--- src/rtl/binv_pkg.sv ---
package binv_pkg;
  // Width of a count that can hold values 0..n
  function automatic int cnt_w(input int n);
    return (n < 2) ? 1 : $clog2(n + 1);
  endfunction
endpackage

--- src/rtl/binv_popcount.sv ---
module binv_popcount #(
  parameter int W  = 8,
  parameter int CW = binv_pkg::cnt_w(W)
) (
  input  logic [W-1:0]  vec,
  output logic [CW-1:0] cnt
);
  generate
    if (W == 1) begin : g_leaf
      assign cnt = CW'(vec);
    end else begin : g_node
      localparam int LO = W / 2;
      localparam int HI = W - LO;
      localparam int CL = binv_pkg::cnt_w(LO);
      localparam int CH = binv_pkg::cnt_w(HI);
      logic [CL-1:0] cnt_lo;
      logic [CH-1:0] cnt_hi;
      binv_popcount #(.W(LO), .CW(CL)) u_lo (.vec(vec[LO-1:0]), .cnt(cnt_lo));
      binv_popcount #(.W(HI), .CW(CH)) u_hi (.vec(vec[W-1:LO]), .cnt(cnt_hi));
      assign cnt = CW'(cnt_lo) + CW'(cnt_hi);
    end
  endgenerate
endmodule

--- src/rtl/binv_encoder.sv ---
module binv_encoder #(
  parameter int W = 8
) (
  input  logic         clk,
  input  logic         rst_n,
  input  logic         valid_in,
  input  logic [W-1:0] data_in,
  output logic [W-1:0] bus_q,
  output logic         pol_q
);
  localparam int CW   = binv_pkg::cnt_w(W);
  localparam int HALF = W / 2;

  logic [CW-1:0] flips;
  logic          invert;
  logic [W-1:0]  bus_d;
  logic          pol_d;

  // Distance from the word now on the wires
  binv_popcount #(.W(W), .CW(CW)) u_cnt (.vec(data_in ^ bus_q), .cnt(flips));

  always_comb begin
    invert = (flips > CW'(HALF));
    bus_d  = bus_q;
    pol_d  = pol_q;
    if (valid_in) begin
      bus_d = invert ? ~data_in : data_in;
      pol_d = invert;
    end
  end

  always_ff @(posedge clk or negedge rst_n) begin
    if (!rst_n) begin
      bus_q <= '0;
      pol_q <= 1'b0;
    end else begin
      bus_q <= bus_d;
      pol_q <= pol_d;
    end
  end

  a_r7_half_toggles: assert property (@(posedge clk) disable iff (!rst_n)
    valid_in |=> ($countones(bus_q ^ $past(bus_q)) <= HALF));

  a_r5_hold: assert property (@(posedge clk) disable iff (!rst_n)
    !valid_in |=> ($stable(bus_q) && $stable(pol_q)));

  a_r4_tie_plain: assert property (@(posedge clk) disable iff (!rst_n)
    (valid_in && ($countones(data_in ^ bus_q) == HALF)) |=> !pol_q);

  a_r3_over_inverts: assert property (@(posedge clk) disable iff (!rst_n)
    (valid_in && ($countones(data_in ^ bus_q) > HALF)) |=> pol_q);

  a_r2_latency: assert property (@(posedge clk) disable iff (!rst_n)
    valid_in |=> ((bus_q ^ {W{pol_q}}) == $past(data_in)));
endmodule

--- src/rtl/binv_decoder.sv ---
module binv_decoder #(
  parameter int W = 8
) (
  input  logic [W-1:0] bus_in,
  input  logic         pol_in,
  output logic [W-1:0] data_out
);
  always_comb begin
    data_out = pol_in ? ~bus_in : bus_in;
  end
endmodule

--- src/rtl/bus_invert_link.sv ---
module bus_invert_link #(
  parameter int WIDTH = 8
) (
  input  logic             clk,
  input  logic             rst_n,
  input  logic             valid_in,
  input  logic [WIDTH-1:0] data_in,
  output logic [WIDTH-1:0] bus_out,
  output logic             pol_out,
  output logic [WIDTH-1:0] data_out
);
  binv_encoder #(.W(WIDTH)) u_enc (
    .clk      (clk),
    .rst_n    (rst_n),
    .valid_in (valid_in),
    .data_in  (data_in),
    .bus_q    (bus_out),
    .pol_q    (pol_out)
  );

  binv_decoder #(.W(WIDTH)) u_dec (
    .bus_in   (bus_out),
    .pol_in   (pol_out),
    .data_out (data_out)
  );

  a_r6_roundtrip: assert property (@(posedge clk) disable iff (!rst_n)
    valid_in |=> (data_out == $past(data_in)));

  a_r1_reset_zero: assert property (@(posedge clk)
    !rst_n |-> (bus_out == '0 && !pol_out));
endmodule

--- config.mk ---
export PLATFORM = sky130hd
export DESIGN_NAME = bus_invert_link
export DESIGN_NICKNAME = d
export VERILOG_FILES = /design/src/rtl/binv_pkg.sv /design/src/rtl/binv_popcount.sv /design/src/rtl/binv_encoder.sv /design/src/rtl/binv_decoder.sv /design/src/rtl/bus_invert_link.sv
export SDC_FILE = /design/constraint.sdc
export NUM_CORES = 1
export LEC_CHECK = 0
export ABC_AREA = 1
export BUFFER_PORTS_ARGS = -buffer_cell sky130_fd_sc_hd__buf_2
export CAP_MARGIN = 20
export CORE_MARGIN = 3
export CORE_UTILIZATION = 48
export CTS_BUF_LIST = sky130_fd_sc_hd__clkbuf_4 sky130_fd_sc_hd__clkbuf_8
export DETAILED_ROUTE_END_ITERATION = 16
export MAX_ROUTING_LAYER = met4
export PLACE_DENSITY = 0.87
export SETUP_SLACK_MARGIN = 0.4
export SLEW_MARGIN = 15
export SYNTH_ARGS = -nofsm -noshare
export SYNTH_HDL_FRONTEND = slang
export SYNTH_HIERARCHICAL = 1
export SYNTH_SLANG_ARGS = --single-unit
--- constraint.sdc ---
create_clock -name clk -period 2.8 [get_ports clk]
set_clock_uncertainty 0.1 [all_clocks]
set_input_delay 0.56 -clock clk [delete_from_list [all_inputs] [get_ports clk]]
set_output_delay 0.56 -clock clk [all_outputs]
set_load 0.01 [all_outputs]
* Word-level counts from Yosys, hierarchy flattened *
Index checks and enable logic that the tools add are counted.

storage, ports and cells
  register bits = 9
  input port bits = 11
  output and inout bits = 17
  word-level logic and storage cells = 15

operators by class
  add/sub/neg operators = 7
  magnitude comparators = 1
  mux-type cells = 2
  bitwise logic cells = 3

operator list
  operator              number
  $mux W8               2
  $not A8 Y8            2
  $add A1 B1 Y2         4
  $xor A8 B8 Y8         1
  $add A2 B2 Y3         2
  $add A3 B3 Y4         1
  $gt A4 B3 Y1 const B  1

* Longest topological paths before layout *
Gate-level depths: netlist (run 1).

  word-level depth = 6
  mapped depth = 16
  mapped depth without buffers = 14

* Cells and area by module *
Netlist (run 1), hierarchy kept.

by module, submodules not included
  module                                                               instances  cells each  area each (µm²)  seq. area each (µm²)
  binv_encoder                                                         1          68          558.0            225.2
  binv_decoder                                                         1          34          135.1            0.0
  binv_popcount (u_enc.u_cnt.g_node.u_hi ...)                          2          7           51.3             0.0
  binv_popcount (u_enc.u_cnt)                                          1          13          98.8             0.0
  binv_popcount (u_enc.u_cnt.g_node.u_hi.g_node.u_hi.g_node.u_hi ...)  8          1           7.5              0.0
  binv_popcount (u_enc.u_cnt.g_node.u_hi.g_node.u_hi ...)              4          1           12.5             0.0

* Least setup slack after synthesis (run 1) *
Ideal clock, no wire load.

  kind = input to register
  start point = input port data_in[0]
  end point = register u_enc.bus_q[3]
  setup time = 0.126 ns
  data arrival time = 2.951 ns
  data required time = 2.574 ns
  path slack = -0.377 ns
  stages = 15
  buffers on the path = 2
  cells stage by stage = xor2_1 -> buf_4 -> ha_1 -> ha_1 -> inv_1 -> fa_1 -> inv_1 -> inv_1 -> fa_1 -> inv_1 -> o21ai_2 -> nand2_4 -> nand2_4 -> buf_12 -> o21ai_0

between the ends
  word-level cells in the longest chain between the ends = 6

ends and longest elaborated chain
  element                                                RTL line              RTL
  start: declaration                                     bus_invert_link.sv:7  input logic [WIDTH-1:0] data_in,
  $xor A8 B8 Y8                                          binv_encoder.sv:20    binv_popcount #(.W(W), .CW(CW)) u_cnt (.vec(data_in ^ bus_q), .cnt(flips));
  net u_enc.u_cnt.g_node.u_lo.g_node.u_lo.g_node.cnt_lo  binv_popcount.sv:16   logic [CL-1:0] cnt_lo;
  $add A1 B1 Y2                                          binv_popcount.sv:20   assign cnt = CW'(cnt_lo) + CW'(cnt_hi);
  net u_enc.u_cnt.g_node.u_lo.g_node.cnt_lo[0]           binv_popcount.sv:16
  $add A2 B2 Y3                                          binv_popcount.sv:20
  net u_enc.u_cnt.g_node.cnt_lo[1]                       binv_popcount.sv:16
  $add A3 B3 Y4                                          binv_popcount.sv:20
  net u_enc.flips[1]                                     binv_encoder.sv:14    logic [CW-1:0] flips;
  $gt A4 B3 Y1                                           binv_encoder.sv:23    invert = (flips > CW'(HALF));
  $mux W8                                                binv_encoder.sv:27    bus_d = invert ? ~data_in : data_in;
  end signal: assignment                                 binv_encoder.sv:37    bus_q <= bus_d;
  end: declaration                                       binv_encoder.sv:8     output logic [W-1:0] bus_q,

The timed path passes the listed nets, and every way through them passes these cells.
A chain may end at the register's enable or synchronous reset.

* Worst setup path in the final report (run 1) *
  start point = input port data_in[1]
  end point = register u_enc.bus_q[2]

between the ends
  word-level cells in the longest chain between the ends = 6

ends and longest elaborated chain
  element                                       RTL line
  $xor A8 B8 Y8                                 binv_encoder.sv:20
  $add A1 B1 Y2                                 binv_popcount.sv:20
  net u_enc.u_cnt.g_node.u_lo.g_node.cnt_lo[0]  binv_popcount.sv:16
  $add A2 B2 Y3                                 binv_popcount.sv:20
  net u_enc.u_cnt.g_node.cnt_lo[1]              binv_popcount.sv:16
  $add A3 B3 Y4                                 binv_popcount.sv:20
  net u_enc.flips[1]                            binv_encoder.sv:14
  $gt A4 B3 Y1                                  binv_encoder.sv:23
  $mux W8                                       binv_encoder.sv:27

The timed path passes the listed nets, and every way through them passes these cells.

==> results of run 1 <==
## layout make-up
| class | count | area, um2 | area share, % |
|---|---|---|---|
| flip-flops and latches | 9 | 225 | 15.7 |
| inverters | 28 | 105 | 7.31 |
| clock buffers | 4 | 30.0 | 2.09 |
| well taps | 25 | 31.3 | 2.18 |
| repair buffers | 46 | 290 | 20.2 |
| multi-input cells | 94 | 756 | 52.6 |
## layer usage
| layer | GRT usage, % | part of all wire (%) | up-vias |
|---|---|---|---|
| met5 | - | 0 | - |
| met4 | 6.99 | 0.91 | 0 |
| met3 | 4.58 | 5.2 | 5 |
| met2 | 38.8 | 54 | 36 |
| met1 | 25.1 | 39 | 474 |
| li1 | - | - | 489 |
## worst max path at each step
stage	start	endpoint	slack, ns	cells past startpoint
6_report	data_in[1]	u_enc/bus_q[2]$_DFFE_PN0P_	-0.10	15
5_1_grt	u_enc/bus_q[2]$_DFFE_PN0P_	u_enc/bus_q[2]$_DFFE_PN0P_	-0.20	14
4_1_cts	u_enc/bus_q[3]$_DFFE_PN0P_	u_enc/bus_q[2]$_DFFE_PN0P_	-0.08	14
3_5_place_dp	data_in[6]	u_enc/bus_q[4]$_DFFE_PN0P_	-0.53	15
3_3_place_gp	data_in[6]	u_enc/bus_q[4]$_DFFE_PN0P_	-0.38	15
2_1_floorplan	data_in[5]	u_enc/bus_q[3]$_DFFE_PN0P_	-0.28	15
## cells by family after synthesis
| family | synth area share (%) |
|---|---|
| compound gates | 4.98 |
| xor+xnor | 7.85 |
| fa+ha+maj | 17.2 |
| buf+inv | 20.3 |
| flops | 22.4 |
| simple gates | 27.3 |
## state kept, by name (all words and copies together) (netlist names)
| name | flops |
|---|---|
| u_enc/pol_q | 1 |
| u_enc/bus_q | 8 |
## cell usage after synthesis (all sizes together)
| cell type | instances | area [um2] |
|---|---|---|
| nand2 | 59 | 244 |
| inv | 28 | 105 |
| buf | 11 | 98.8 |
| dfrtp | 9 | 225 |
| ha | 9 | 113 |
| xor2 | 8 | 70.1 |
| o21ai | 7 | 50.0 |
| nand3 | 6 | 30.0 |
| fa | 3 | 60.1 |
| xnor2 | 1 | 8.76 |
## per-stage QoR
stage / std cells / setup slack (ns)
final: 206 / -0.102
after global routing: 206 / -0.200
after CTS: 206 / -0.0835
after detailed placement: 200 / -0.533
after global placement: 200 / -0.382
after floorplan: 141 / -0.279
## what timing repair did
item | 4_1_cts | 5_1_grt
setup endpoints to repair | 9 | 9
cloned | 1 | 0
pin swaps | 15 | 2
hold endpoints to repair | 0 | 0
setup buffers | 1 | 0
gates resized for setup | 24 | 1
hold buffers | 0 | 0
==> impl_results.md, run 1 <==
* Worst path max stage delay at 0.54 ns
* CP Class: in2reg
* DIE WIDTH at 51.8 um
* R2R cell count at 14
* Setup violators final at 9
* Worst r2r dst: u_enc/bus_q[2]$_DFFE_PN0P_
* Remaining Overflow, GRT at 0
* Routability congestion estimate at 0.805
* # nets final at 205
* DRC errors left at 0
* Initial core utilization at 54.6%
* Initial antenna violation count at 0
* Die Ht at 51.8 um
* Crit path capture type: flip-flop
* Drt total wl at 2540 um
* Total GRT Usage at 22.1%
* Synthesized cell area at 0.00100 mm2
* R2R Setup Slk at -0.10 ns
* Critical path startpoint category: input pin
* Max Cap Viol at 0
* Vias per std cell at 4.87
* Status: complete, but fails checks
* CTS tree: built
* Fillcell total at 130
* Crit path required time at 2.89 ns
* Clock root buffer: clkbuf_4
* FP Rows at 15
* TritonRoute pass-1 iters at 4
* Via count at 1,004
* Mapped Avg Cell Area at 7.13 um2
* Most frequent cells in the layout: nand2_1, buf_2, inv_1
* H-tree depth at 1
* Post-route setup TNS at -0.669 ns
* Number of global-route vias before repair at 1,009
* Global-route wire length before repair at 4300 um
* Post-DP HPWL at 1900 um
* CORE AREA at 0.00184 mm2
* Minimum clock period at 2.90 ns
* Wire per inst at 12.3 um
* Antenna diodes at 0
* Die ar. at 0.00268 mm2
* Hold_ws at 0.0420 ns
* Synth Register Bits at 9
* Seq/Total Area, Yosys at 22.4%
* CP cell instances: buf_2, xor2_2, ha_4, ha_4, inv_2, fa_1, inv_2, inv_2, fa_2, inv_2, o21ai_4, nand2_4, nand2_4, nand2_2, o21ai_2
* Critical path's most frequent cell: inv_2
* Max Clock Freq at 0.345 GHz
* Share of post-route cells with drive strength above 1 at 48.6%
* Final Hold Fails at 0
* Clk_lat worst skew at 0.25 ns
* Clock sink total at 9
* Cts bufs inserted at 3
* DR iter-0 viols at 30
* Largest net degree at the start of global routing at 12
* Final Instance Area at 0.00144 mm2
* R2r startpoint: u_enc/bus_q[3]$_DFFE_PN0P_
* Input/output buffers at 27
* Remaining antenna violation count at 0
* Yosys cell types at 17
* Final core utilization at 78.2%
* Post-synthesis cell count at 141
* Area growth syn-to-layout at 43.1%
* Worst setup margin at -0.102 ns
* Max transition margin at 74.0%
* Fin crit share at 104%
* RSZ-0062 raised after global routing: true
* CP max FO at 6
* Worst Hold Class: in2async
* Clk slew on worst S/H paths at 0.07 ns
* Placed inst area at 0.00127 mm2
* Crit path max-delay family: adder cells
* Commonest non-fill, non-tap cell in the layout: nand2_1
* Clk buf depth at 2
* CP Buf/Inv Count at 5
* Top Ports at 28
* Yosys warning total at 6
* Fin. max-slew vios at 0
* Slowest cell on crit path: fa_2
* Slew of the pin with the lowest slew margin at 0.391 ns
* Failing checks: setup timing
* WP data arrival at 2.99 ns
* Synth Net Count at 164
Power of run 1 is left out: the tool's default activity adds up to more than one toggle a clock period on the data nets, which glitch-free logic cannot reach.
==> inputs of run 2 (changes only) <==
--- a/config.mk
+++ b/config.mk
@@ -12,9 +12,11 @@
 export CORE_UTILIZATION = 48
 export CTS_BUF_LIST = sky130_fd_sc_hd__clkbuf_4 sky130_fd_sc_hd__clkbuf_8
 export DETAILED_ROUTE_END_ITERATION = 16
+export HOLD_SLACK_MARGIN = 0.15
 export MAX_ROUTING_LAYER = met4
 export PLACE_DENSITY = 0.87
 export SETUP_SLACK_MARGIN = 0.4
+export SKIP_CTS_REPAIR_TIMING = 1
 export SLEW_MARGIN = 15
 export SYNTH_ARGS = -nofsm -noshare
 export SYNTH_HDL_FRONTEND = slang
==> run 2 against run 1 <==
Against the previous run: the run still ends with setup timing left; register-to-register slack worse by 0.03 ns; global-route usage down 3.0 points; clock-buffer cell count unchanged; hold slack better by 0.47 ns; sequential share of layout area about the same; die area unchanged; critical path depth unchanged; first-iteration DRC count up 20%; fmax down 1.6%; critical path type unchanged.
==> impl_results.md, run 2 (synthesized netlist as in run 1, its figures left out) <==
* Status: complete, but fails checks (unchanged)
* Failing checks: setup timing (unchanged)
* Largest regs: u_enc/bus_q: 8 flops, u_enc/pol_q: 1 flops (unchanged)
* Share of post-route cells with drive strength above 1 at 48.6% (unchanged)
* Met3 Track Usage GR at 3.44% (was 4.58%)
* Die Ht at 51.8 um (unchanged)
* Minimum clock period at 2.95 ns (was 2.90 ns)
* Global Route met1 Usage at 21.7% (was 25.1%)
* WP data arrival at 3.04 ns (was 2.99 ns)
* RSZ-0062 raised after global routing: true (unchanged)
* # nets final at 205 (unchanged)
* Slowest cell on crit path: fa_2 (unchanged)
* Vias per std cell at 4.99 (was 4.87)
* Total GRT Usage at 19.1% (was 22.1%)
* Worst Hold End: u_enc/bus_q[6]$_DFFE_PN0P_
* Critical Path Stages at 15 (unchanged)
* Max Clock Freq at 0.339 GHz (was 0.345 GHz)
* Max Cap Viol at 0 (unchanged)
* R2R cell count at 14 (unchanged)
* Gr busiest metal: met2 (unchanged)
* Clk_lat worst skew at 0.25 ns (about the same)
* Worst Hold Class: in2reg (was in2async)
* Placed inst area at 0.00127 mm2 (unchanged)
* Cts bufs inserted at 3 (unchanged)
* CP max FO at 6 (unchanged)
* Most frequent cells in the layout: nand2_1, buf_2, buf_4 (was nand2_1, buf_2, inv_1)
* Worst path max stage delay at 0.53 ns (was 0.54 ns)
* FP Rows at 15 (unchanged)
* Crit path required time at 2.88 ns (was 2.89 ns)
* Slew of the pin with the lowest slew margin at 0.391 ns (about the same)
* Antenna diodes at 0 (unchanged)
* Initial core utilization at 54.6% (unchanged)
* Final Hold Fails at 0 (unchanged)
* H-tree depth at 1 (unchanged)
* Initial antenna violation count at 0 (unchanged)
* Area growth syn-to-layout at 44.1% (was 43.1%)
* Clock sink total at 9 (unchanged)
* CP cell instances: buf_4, xor2_2, ha_4, ha_4, inv_2, fa_1, inv_2, inv_2, fa_2, inv_2, o21ai_4, nand2_4, nand2_4, nand2_2, o21ai_2 (was buf_2, xor2_2, ha_4, ha_4, inv_2, fa_1, inv_2, inv_2, fa_2, inv_2, o21ai_4, nand2_4, nand2_4, nand2_2, o21ai_2)
* Pre-CTS WS at -0.533 ns (unchanged)
* Clock root buffer: clkbuf_4 (unchanged)
* Routability congestion estimate at 0.805 (unchanged)
* Fin crit share at 105% (was 104%)
* Hold_sp: data_in[6]
* Die ar. at 0.00268 mm2 (unchanged)
* Multi-input gate area at 769 um2 (was 756 um2)
* Sequential cell area at 226 um2 (was 225 um2)
* Clk buf depth at 2 (unchanged)
* Fin. max-slew vios at 0 (unchanged)
* Setup violators final at 9 (unchanged)
* Remaining antenna violation count at 0 (unchanged)
* Hold-critical path depth at 3
* Max transition margin at 73.9% (was 74.0%)
* CP Class: in2reg (unchanged)
* Placed cells at 200 (unchanged)
* Drt total wl at 2870 um (was 2540 um)
* DIE WIDTH at 51.8 um (unchanged)
* Post-Layout Cell Count at 206 (unchanged)
* Wire per inst at 14.0 um (was 12.3 um)
* Critical path's most frequent cell: inv_2 (unchanged)
* Post-DP HPWL at 1900 um (unchanged)
* Worst setup margin at -0.150 ns (was -0.102 ns)
* CTS tree: built (unchanged)
* Number of global-route vias before repair at 900 (was 1,009)
* Critical path startpoint category: input pin (unchanged)
* Final core utilization at 78.7% (was 78.2%)
* Crit path capture type: flip-flop (unchanged)
* Clk slew on worst S/H paths at 0.07 ns (about the same)
* Global-route wire length before repair at 3710 um (was 4300 um)
* CORE AREA at 0.00184 mm2 (unchanged)
* Top Ports at 28 (unchanged)
* Fillcell total at 131 (was 130)
* DR iter-0 viols at 36 (was 30)
* Worst r2r dst: u_enc/bus_q[2]$_DFFE_PN0P_ (unchanged)
* Remaining Overflow, GRT at 0 (unchanged)
* Max reg flops at 8 (unchanged)
* Routing usage on met2 at 35.2% (was 38.8%)
* Commonest non-fill, non-tap cell in the layout: nand2_1 (unchanged)
* CP Buf/Inv Count at 5 (unchanged)
* R2r startpoint: u_enc/bus_q[5]$_DFFE_PN0P_ (was u_enc/bus_q[3]$_DFFE_PN0P_)
* Most flops, register: u_enc/bus_q (unchanged)
* Largest net degree at the start of global routing at 14 (was 12)
* TritonRoute pass-1 iters at 4 (unchanged)
* Input/output buffers at 27 (unchanged)
* DRC errors left at 0 (unchanged)
* Final Instance Area at 0.00145 mm2 (was 0.00144 mm2)
* R2R Setup Slk at -0.13 ns (was -0.10 ns)
* Via count at 1,027 (was 1,004)
* Crit path max-delay family: adder cells (unchanged)
[run 2: through the flow]
step	hold WS [ns]	setup TNS, ns
floorplan	0.164	-2.21
global placement	0.319	-3.20
detailed placement	0.324	-4.25
CTS	0.0485	-2.03
global route	0.502	-1.72
finish	0.511	-1.16
[run 2: worst reg2reg max path: cells and delay by family, from the launching register on]
| kind | cells | cell delay (ns) |
|---|---|---|
| adder cells (fa/ha/maj) | 4 | 1.35 |
| flip-flops | 1 | 0.45 |
| AND/OR/NAND/NOR | 3 | 0.34 |
| AO/OA/AOI/OAI | 2 | 0.24 |
| buffers and inverters | 4 | 0.20 |
| XOR/XNOR | 1 | 0.17 |
[run 2: per-layer routing]
layer  up-vias  share of wire [%]  wire length, um
met5         -                  0                0
met2        56                 53             1510
met3         8                5.9              171
met4         0                1.5               44
li1        485                  -                -
met1       478                 40             1140
[run 2: how the worst max path moves through the flow]
stage	startpoint	endpoint	slack [ns]
6_report	data_in[6]	u_enc/bus_q[2]$_DFFE_PN0P_	-0.15
5_1_grt	u_enc/bus_q[6]$_DFFE_PN0P_	u_enc/bus_q[2]$_DFFE_PN0P_	-0.21
2_1_floorplan	data_in[5]	u_enc/bus_q[3]$_DFFE_PN0P_	-0.28
4_1_cts	u_enc/bus_q[6]$_DFFE_PN0P_	u_enc/bus_q[4]$_DFFE_PN0P_	-0.28
3_5_place_dp	data_in[6]	u_enc/bus_q[4]$_DFFE_PN0P_	-0.53
3_3_place_gp	data_in[6]	u_enc/bus_q[4]$_DFFE_PN0P_	-0.38
[run 2: final cells by class]
| cell class | count | share of cell area, % |
|---|---|---|
| clock buffers | 4 | 2.07 |
| inverters | 28 | 7.26 |
| multi-input cells | 94 | 53.2 |
| flip-flops and latches | 9 | 15.6 |
| well taps | 25 | 2.16 |
| repair buffers | 46 | 19.7 |
Power of run 2 is left out for the same reason.
